[src/rtl/divstep_pkg.sv]
// Package: shared width default and the operation encoding for the division step.
// Assumes: nothing beyond a W-bit datapath with W >= 2.
package divstep_pkg;
    localparam int DATA_W = 32;

    typedef enum logic {
        OP_ADD = 1'b0,
        OP_SUB = 1'b1
    } op_e;
endpackage

[src/rtl/divstep_shift.sv]
// Module: left shift of the partial remainder with the carry-in bit placed at bit 0.
// Assumes: W >= 2; purely combinational.
module divstep_shift #(
    parameter int W = 32
) (
    input  logic [W-1:0] rem,
    input  logic         cin,
    output logic [W-1:0] shifted,
    output logic         shout
);
    // Build the working value and expose the dropped top bit.
    always_comb begin
        shifted = {rem[W-2:0], cin};
        shout   = rem[W-1];
    end
endmodule

[src/rtl/divstep_addsub.sv]
// Module: W-bit adder/subtractor returning the carry (add) or borrow (subtract).
// Assumes: unsigned operands; the flag is bit W of a W+1 bit operation.
module divstep_addsub
    import divstep_pkg::*;
#(
    parameter int W = 32
) (
    input  logic [W-1:0] a,
    input  logic [W-1:0] b,
    input  op_e          op,
    output logic [W-1:0] res,
    output logic         cy
);
    localparam int XW = W + 1;

    logic [XW-1:0] ext;

    // One extended-width operation; the top bit is the carry or borrow.
    always_comb begin
        if (op == OP_SUB) begin
            ext = {1'b0, a} - {1'b0, b};
        end else begin
            ext = {1'b0, a} + {1'b0, b};
        end
        res = ext[W-1:0];
        cy  = ext[XW-1];
    end
endmodule

[src/rtl/divstep_qlogic.sv]
// Module: new quotient-sign bit and quotient bit from the step's flags.
// Assumes: cy is a borrow on subtraction (q_old == m) and a carry on addition.
module divstep_qlogic (
    input  logic shout,
    input  logic cy,
    input  logic q_old,
    input  logic m,
    output logic q_new,
    output logic t_new
);
    // Table over (old Q, M), each entry picking the flag or its inverse.
    always_comb begin
        unique case ({q_old, m})
            2'b00:   q_new = shout ? ~cy : cy;
            2'b01:   q_new = shout ? cy  : ~cy;
            2'b10:   q_new = shout ? ~cy : cy;
            default: q_new = shout ? cy  : ~cy;
        endcase
        t_new = (q_new == m);
    end
endmodule

[src/rtl/nr_div_step.sv]
// Module: one non-restoring division step with registered results.
// Assumes: the caller prepares Q, M and T and rotates the quotient between
// steps; results are captured only on step_en and held otherwise.
module nr_div_step
    import divstep_pkg::*;
#(
    parameter int W = DATA_W
) (
    input  logic         clk,
    input  logic         rst_n,
    input  logic         step_en,
    input  logic [W-1:0] rem_in,
    input  logic [W-1:0] dvsr_in,
    input  logic         q_in,
    input  logic         m_in,
    input  logic         t_in,
    output logic [W-1:0] rem_out,
    output logic         q_out,
    output logic         t_out
);
    logic [W-1:0] shifted;
    logic         shout;
    op_e          op;
    logic [W-1:0] sum;
    logic         cy;
    logic         q_nxt;
    logic         t_nxt;

    divstep_shift #(.W(W)) u_shift (
        .rem     (rem_in),
        .cin     (t_in),
        .shifted (shifted),
        .shout   (shout)
    );

    // Subtract when the old Q matches M, otherwise add.
    always_comb begin
        op = (q_in == m_in) ? OP_SUB : OP_ADD;
    end

    divstep_addsub #(.W(W)) u_addsub (
        .a   (shifted),
        .b   (dvsr_in),
        .op  (op),
        .res (sum),
        .cy  (cy)
    );

    divstep_qlogic u_qlogic (
        .shout (shout),
        .cy    (cy),
        .q_old (q_in),
        .m     (m_in),
        .q_new (q_nxt),
        .t_new (t_nxt)
    );

    // Result registers: clear on reset, load on strobe, hold otherwise.
    always_ff @(posedge clk) begin
        if (!rst_n) begin
            rem_out <= '0;
            q_out   <= 1'b0;
            t_out   <= 1'b0;
        end else if (step_en) begin
            rem_out <= sum;
            q_out   <= q_nxt;
            t_out   <= t_nxt;
        end
    end
endmodule

[config.mk]
export PLATFORM = sky130hd
export DESIGN_NAME = nr_div_step
export DESIGN_NICKNAME = d
export VERILOG_FILES = /design/src/rtl/divstep_pkg.sv /design/src/rtl/divstep_shift.sv /design/src/rtl/divstep_addsub.sv /design/src/rtl/divstep_qlogic.sv /design/src/rtl/nr_div_step.sv
export SDC_FILE = /design/constraint.sdc
export NUM_CORES = 1
export LEC_CHECK = 0
export BUFFER_PORTS_ARGS = -buffer_cell sky130_fd_sc_hd__buf_2
export CAP_MARGIN = 40
export CORE_UTILIZATION = 58
export CTS_CLUSTER_SIZE = 10
export DETAILED_ROUTE_END_ITERATION = 10
export GPL_TIMING_DRIVEN = 0
export PLACE_DENSITY = 0.95
export SLEW_MARGIN = 30
export SYNTH_ARGS = -nofsm -noshare
export SYNTH_HDL_FRONTEND = slang
export SYNTH_SLANG_ARGS = --single-unit
[constraint.sdc]
create_clock -name clk -period 13.4 [get_ports clk]
set_input_delay 1.34 -clock clk [delete_from_list [all_inputs] [get_ports clk]]
set_output_delay 1.34 -clock clk [all_outputs]
set_load 0.01 [all_outputs]
Word level (Yosys, flattened, before mapping)
Cells that the tools add are included.
{"block": "classes", "multipliers": 0, "add_sub_neg": 2, "n_eq_ne": 3, "order_cmp": 0, "mux": 5, "shift": 0, "n_bitwise": 1, "div": 0, "reduce_logical": 2}
{"op": "$add 32x32->33", "count": 1}
{"op": "$mux 33", "count": 1}
{"op": "$sub 32x32->33", "count": 1}
{"op": "$mux 1", "count": 4}
{"op": "$eq 1x1->1", "count": 2}
{"op": "$eq 2x2->1 const B", "count": 1}
{"op": "$logic_not 2->1", "count": 1}
{"op": "$reduce_or 2->1", "count": 1}
{"op": "$not 1->1", "count": 1}
{"block": "totals", "elab_cells": 16, "mem_count": 0, "romBits": 0, "latch_bits": 0, "mem_bits_rw": 0, "regBits": 34, "inputBits": 70}

Logic depth before layout (Yosys ltp)
{"block": "logic_depth", "ltp_word": 7, "depth_mapped": 18, "depth_no_buf": 18}

By module
Synthesis repeated with hierarchy kept, for this count alone.
{"block": "hier_totals", "cells_unflattened": 517, "area_unflattened_um2": 4197.8}
{"module": "divstep_addsub", "area_each_um2": 2592.5, "instances": 1, "cells_per_inst": 372, "seq_area_each_um2": 0.0}
{"module": "nr_div_step", "area_each_um2": 1325.0, "instances": 1, "cells_per_inst": 110, "seq_area_each_um2": 680.7}
{"module": "divstep_shift", "area_each_um2": 247.7, "instances": 1, "cells_per_inst": 33, "seq_area_each_um2": 0.0}
{"module": "divstep_qlogic", "area_each_um2": 32.5, "instances": 1, "cells_per_inst": 2, "seq_area_each_um2": 0.0}

Worst setup path after synthesis
OpenSTA, ideal clock, no wires.
{"block": "synth_path", "path_type": "in2reg", "from": "input dvsr_in[0]", "to": "register q_out", "path_buffers": 0, "t_arrival_ns": 5.216, "cell_stages": 17, "required_ns": 13.268, "slack_ns": 8.052, "cell_sequence": "inv_1 ha_1 or4b_1 or4_4 or2_4 or3_4 o31ai_1 xor2_1 ha_1 nor2b_1 o21ai_0 nand2b_1 a2111oi_0 o31ai_1 a21oi_1 xnor2_1 a21oi_1"}
{"block": "synth_via", "elab_chain_cells": 5, "word_cells_on_any_way": 7, "classes_between": "add/sub (2); mux (4); bitwise (1)"}
{"item": "start: declaration", "line_no": "nr_div_step.sv:13", "source": "input logic [W-1:0] dvsr_in,"}
{"item": "$add 32x32->33 or $sub 32x32->33 (tied branches)", "line_no": "divstep_addsub.sv:23, divstep_addsub.sv:21"}
{"item": "$mux 33 *", "line_no": "divstep_addsub.sv:20", "source": "if (op == OP_SUB) begin"}
{"item": "$not 1->1"}
{"item": "$mux 1 (on tied branches)"}
{"item": "$mux 1 *"}
{"item": "end signal: assignment", "line_no": "nr_div_step.sv:66", "source": "q_out <= q_nxt;"}
{"item": "end: declaration", "line_no": "nr_div_step.sv:18", "source": "output logic q_out,"}
Mark *: on every way between the ends. The rest lies on a longest branch, timed or not.
A chain may end at the register's enable or synchronous reset.

Final worst setup path
{"block": "layout_path", "from": "input m_in", "to": "register rem_out[25]"}
{"block": "layout_via", "elab_chain_cells": 3}
{"item": "start: declaration", "line_no": "nr_div_step.sv:15", "source": "input logic m_in,"}
{"item": "$eq 1x1->1", "line_no": "nr_div_step.sv:38", "source": "op = (q_in == m_in) ? OP_SUB : OP_ADD;"}
{"item": "$mux 1", "line_no": "nr_div_step.sv:38"}
{"item": "$mux 33", "line_no": "divstep_addsub.sv:20"}
{"item": "end signal: assignment", "line_no": "nr_div_step.sv:65", "source": "rem_out <= sum;"}
{"item": "end: declaration", "line_no": "nr_div_step.sv:17", "source": "output logic [W-1:0] rem_out,"}
No other way between the ends.

==> impl_metrics.ini <==
[outcome]
status = finished clean

[placed_design]
dp_hpwl_um = 8170
place_congestion = 0.924
port_buffers = 102
dp_cells = 626

[logic_synthesis]
synth_edf_count = 0
synthFlopType = dfxtp_1
syn_nets = 555
synth_warnings = 0
synth_cell_types = 55
syn_inst = 449
yosysMostFrequentCell = ha_1
synth-seq-cells = 34
synth.area.top_cells = dfxtp_1, ha_1, xor2_1
syn_area_per_cell_um2 = 8.03
seq_area_frac_synth = 0.189
synth.largest_area_cell = dfxtp_1
yosysTopAreaCellShare = 0.189
synthTopCellsByCount = ha_1, dfxtp_1, nand2_1
syn_area_um2 = 3600
async_flop_share = 0

[cts]
root_buffer = clkbuf_8
cts_made_buffers = 5
cts_buffer_depth = 2
cts_sinks = 34
postCtsSetupBuffers = 0
path_clk_slew_ns = 0.07
cts_tree = yes
clk_latency_ns = 0.28
cts_hold_buf = 0
ctsResizeCount = 0
htreeDepth = 2

[floorplanning]
num_rows = 28
dieArea_um2 = 6530
fp.dieW_um = 80.8
die_y_um = 80.8
initial_core_util = 0.605
design.core.area_um2 = 5960
boundaryPins = 104

[timing]
finalCriticalPeriod_ns = 6.15
slew_headroom = 0.441
drv_slew = 0
setup_viol_count_final = 0
hold_viol = 0
period_share = 0.459
skew_ns = 0
setup_tns_ns = 0
tightest_slew_ns = 0.818
rsz0062_at_grt = no
fmax_mhz = 162

[drt]
antenna_left = 0
dr.pass1.iters = 5
vias = 3991
drt-initial-drc-count = 354
viasPerCell = 6.29
routed_wl_um = 10300
routedWlPerCell_um = 16.2
drc = 0

[power_and_ir_drop]
p_per_area_nw_per_um2 = 107
peakVddDrop_v = 0.0000580
power_leakage_uw = 0.00203

[critical_path]
ff2ff_setup_slack_ns = 12.63
cp-start-kind = input port
cp_max_fo = 10
critPathKind = input port to register
cp-end-kind = register
required_ns = 13.61
arrival_ns = 6.36

[finish]
fin_nets = 664
drive_gt1_frac = 0.215
antenna_cells = 0
finalNonFillerCells = 634
area_growth_pct = 19.3
nFillCells = 501

[global_route]
overflow = 0
grt_pass1_vias = 3503
grt_pass1_wl_um = 16300
grt_max_degree = 11
grt_usage = 0.319
antenna_found_initial = 0

[flow_run]
drv_cap = 0

[hold_path]
min_path_type = register to register
cell usage in the layout (no fill, tap or decap), types with 5 or more instances in the layout:
master / n
nand4_1: 5
mux2i_1: 11
o21bai_1: 6
nor2b_1: 24
o211ai_1: 6
o21a_1: 12
and3_1: 5
a211oi_1: 6
a21oi_1: 30
a21o_1: 12
nand4b_1: 5
o31ai_1: 11
clkbuf_8: 6
inv_1: 14
nand3b_1: 6
xnor2_1: 19
nand3_1: 14
nor3_1: 10
nand2_1: 32
ha_1: 35
o21ai_0: 30
dfxtp_1: 34
buf_2: 102
clkbuf_1: 16
nor2_1: 17
xor2_1: 31
cells by family (layout without fill, tap and decap cells):
group | count (synthesis) | in the layout | share of synthesized area
AO/OA/AOI/OAI | 144 | 144 | 0.273
AND/OR/NAND/NOR | 140 | 140 | 0.216
XOR/XNOR | 51 | 51 | 0.126
adder cells (fa/ha/maj) | 36 | 36 | 0.127
flip-flops | 34 | 34 | 0.189
buffers and inverters | 31 | 141 | 0.0323
multiplexers | 13 | 13 | 0.0368
power by group:
group,switching (µW),internal (µW)
clock network,39.1,41.5
registers,9.46,118
logic,143,110
layer usage:
metal,global-route usage,up-vias,routed length [µm]
met5,0,-,0
li1,-,1884,-
met3,0.0360,38,892
met2,0.550,239,4880
met4,0.130,0,367
met1,0.401,1830,4140
layout make-up:
type	count	area (µm²)	share of cell area
Buffer	17	63.8	0.0148
Multi-Input combinational cell	384	2810	0.653
Inverter	14	52.6	0.0122
Timing Repair Buffer	102	510	0.119
Clock buffer	7	86.3	0.0201
Tap cell	75	93.8	0.0218
Sequential cell	34	681	0.158
Clock inverter	1	5.00	0.00116
flip-flops by register name, indices dropped and copies added (netlist names):
| register | cells |
|---|---|
| q_out | 1 |
| rem_out | 32 |
| t_out | 1 |
metrics by stage:
stage	hold slack (ns)	utilization	setup WS (ns)	instance area [µm²]	total power [µW]
after detailed placement	0.474	0.707	7.14	4210	376
after floorplan	0.484	-	8.05	3600	305
after global routing	0.510	0.722	7.02	4300	492
final	0.488	0.722	7.25	4300	461
after CTS	0.490	0.722	7.41	4300	456
after global placement	0.463	0.707	7.22	4210	367
worst paths after layout:
| kind | from | to | cells after the start |
|---|---|---|---|
| max | m_in | rem_out[25] | 17 |
| min | rem_out[0] | rem_out[0] | 1 |
| max reg2reg | rem_out[7] | rem_out[7] | 2 |
| min reg2reg | rem_out[0] | rem_out[0] | 1 |
critical path, cell delays in order:
cell       delay (ns)
buf_2            0.11
inv_1            0.06
ha_1             0.49
clkbuf_1         0.48
clkbuf_1         0.59
o21ai_0          0.23
xor2_1           0.19
ha_1             0.34
a211oi_1         0.37
nor2_1           0.09
o21bai_1         0.35
a2111oi_0        0.24
o311ai_0         0.66
a21oi_1          0.19
o21a_1           0.22
o21a_1           0.17
o31ai_1          0.21
Note: power is estimated with default switching activity, not from simulation.
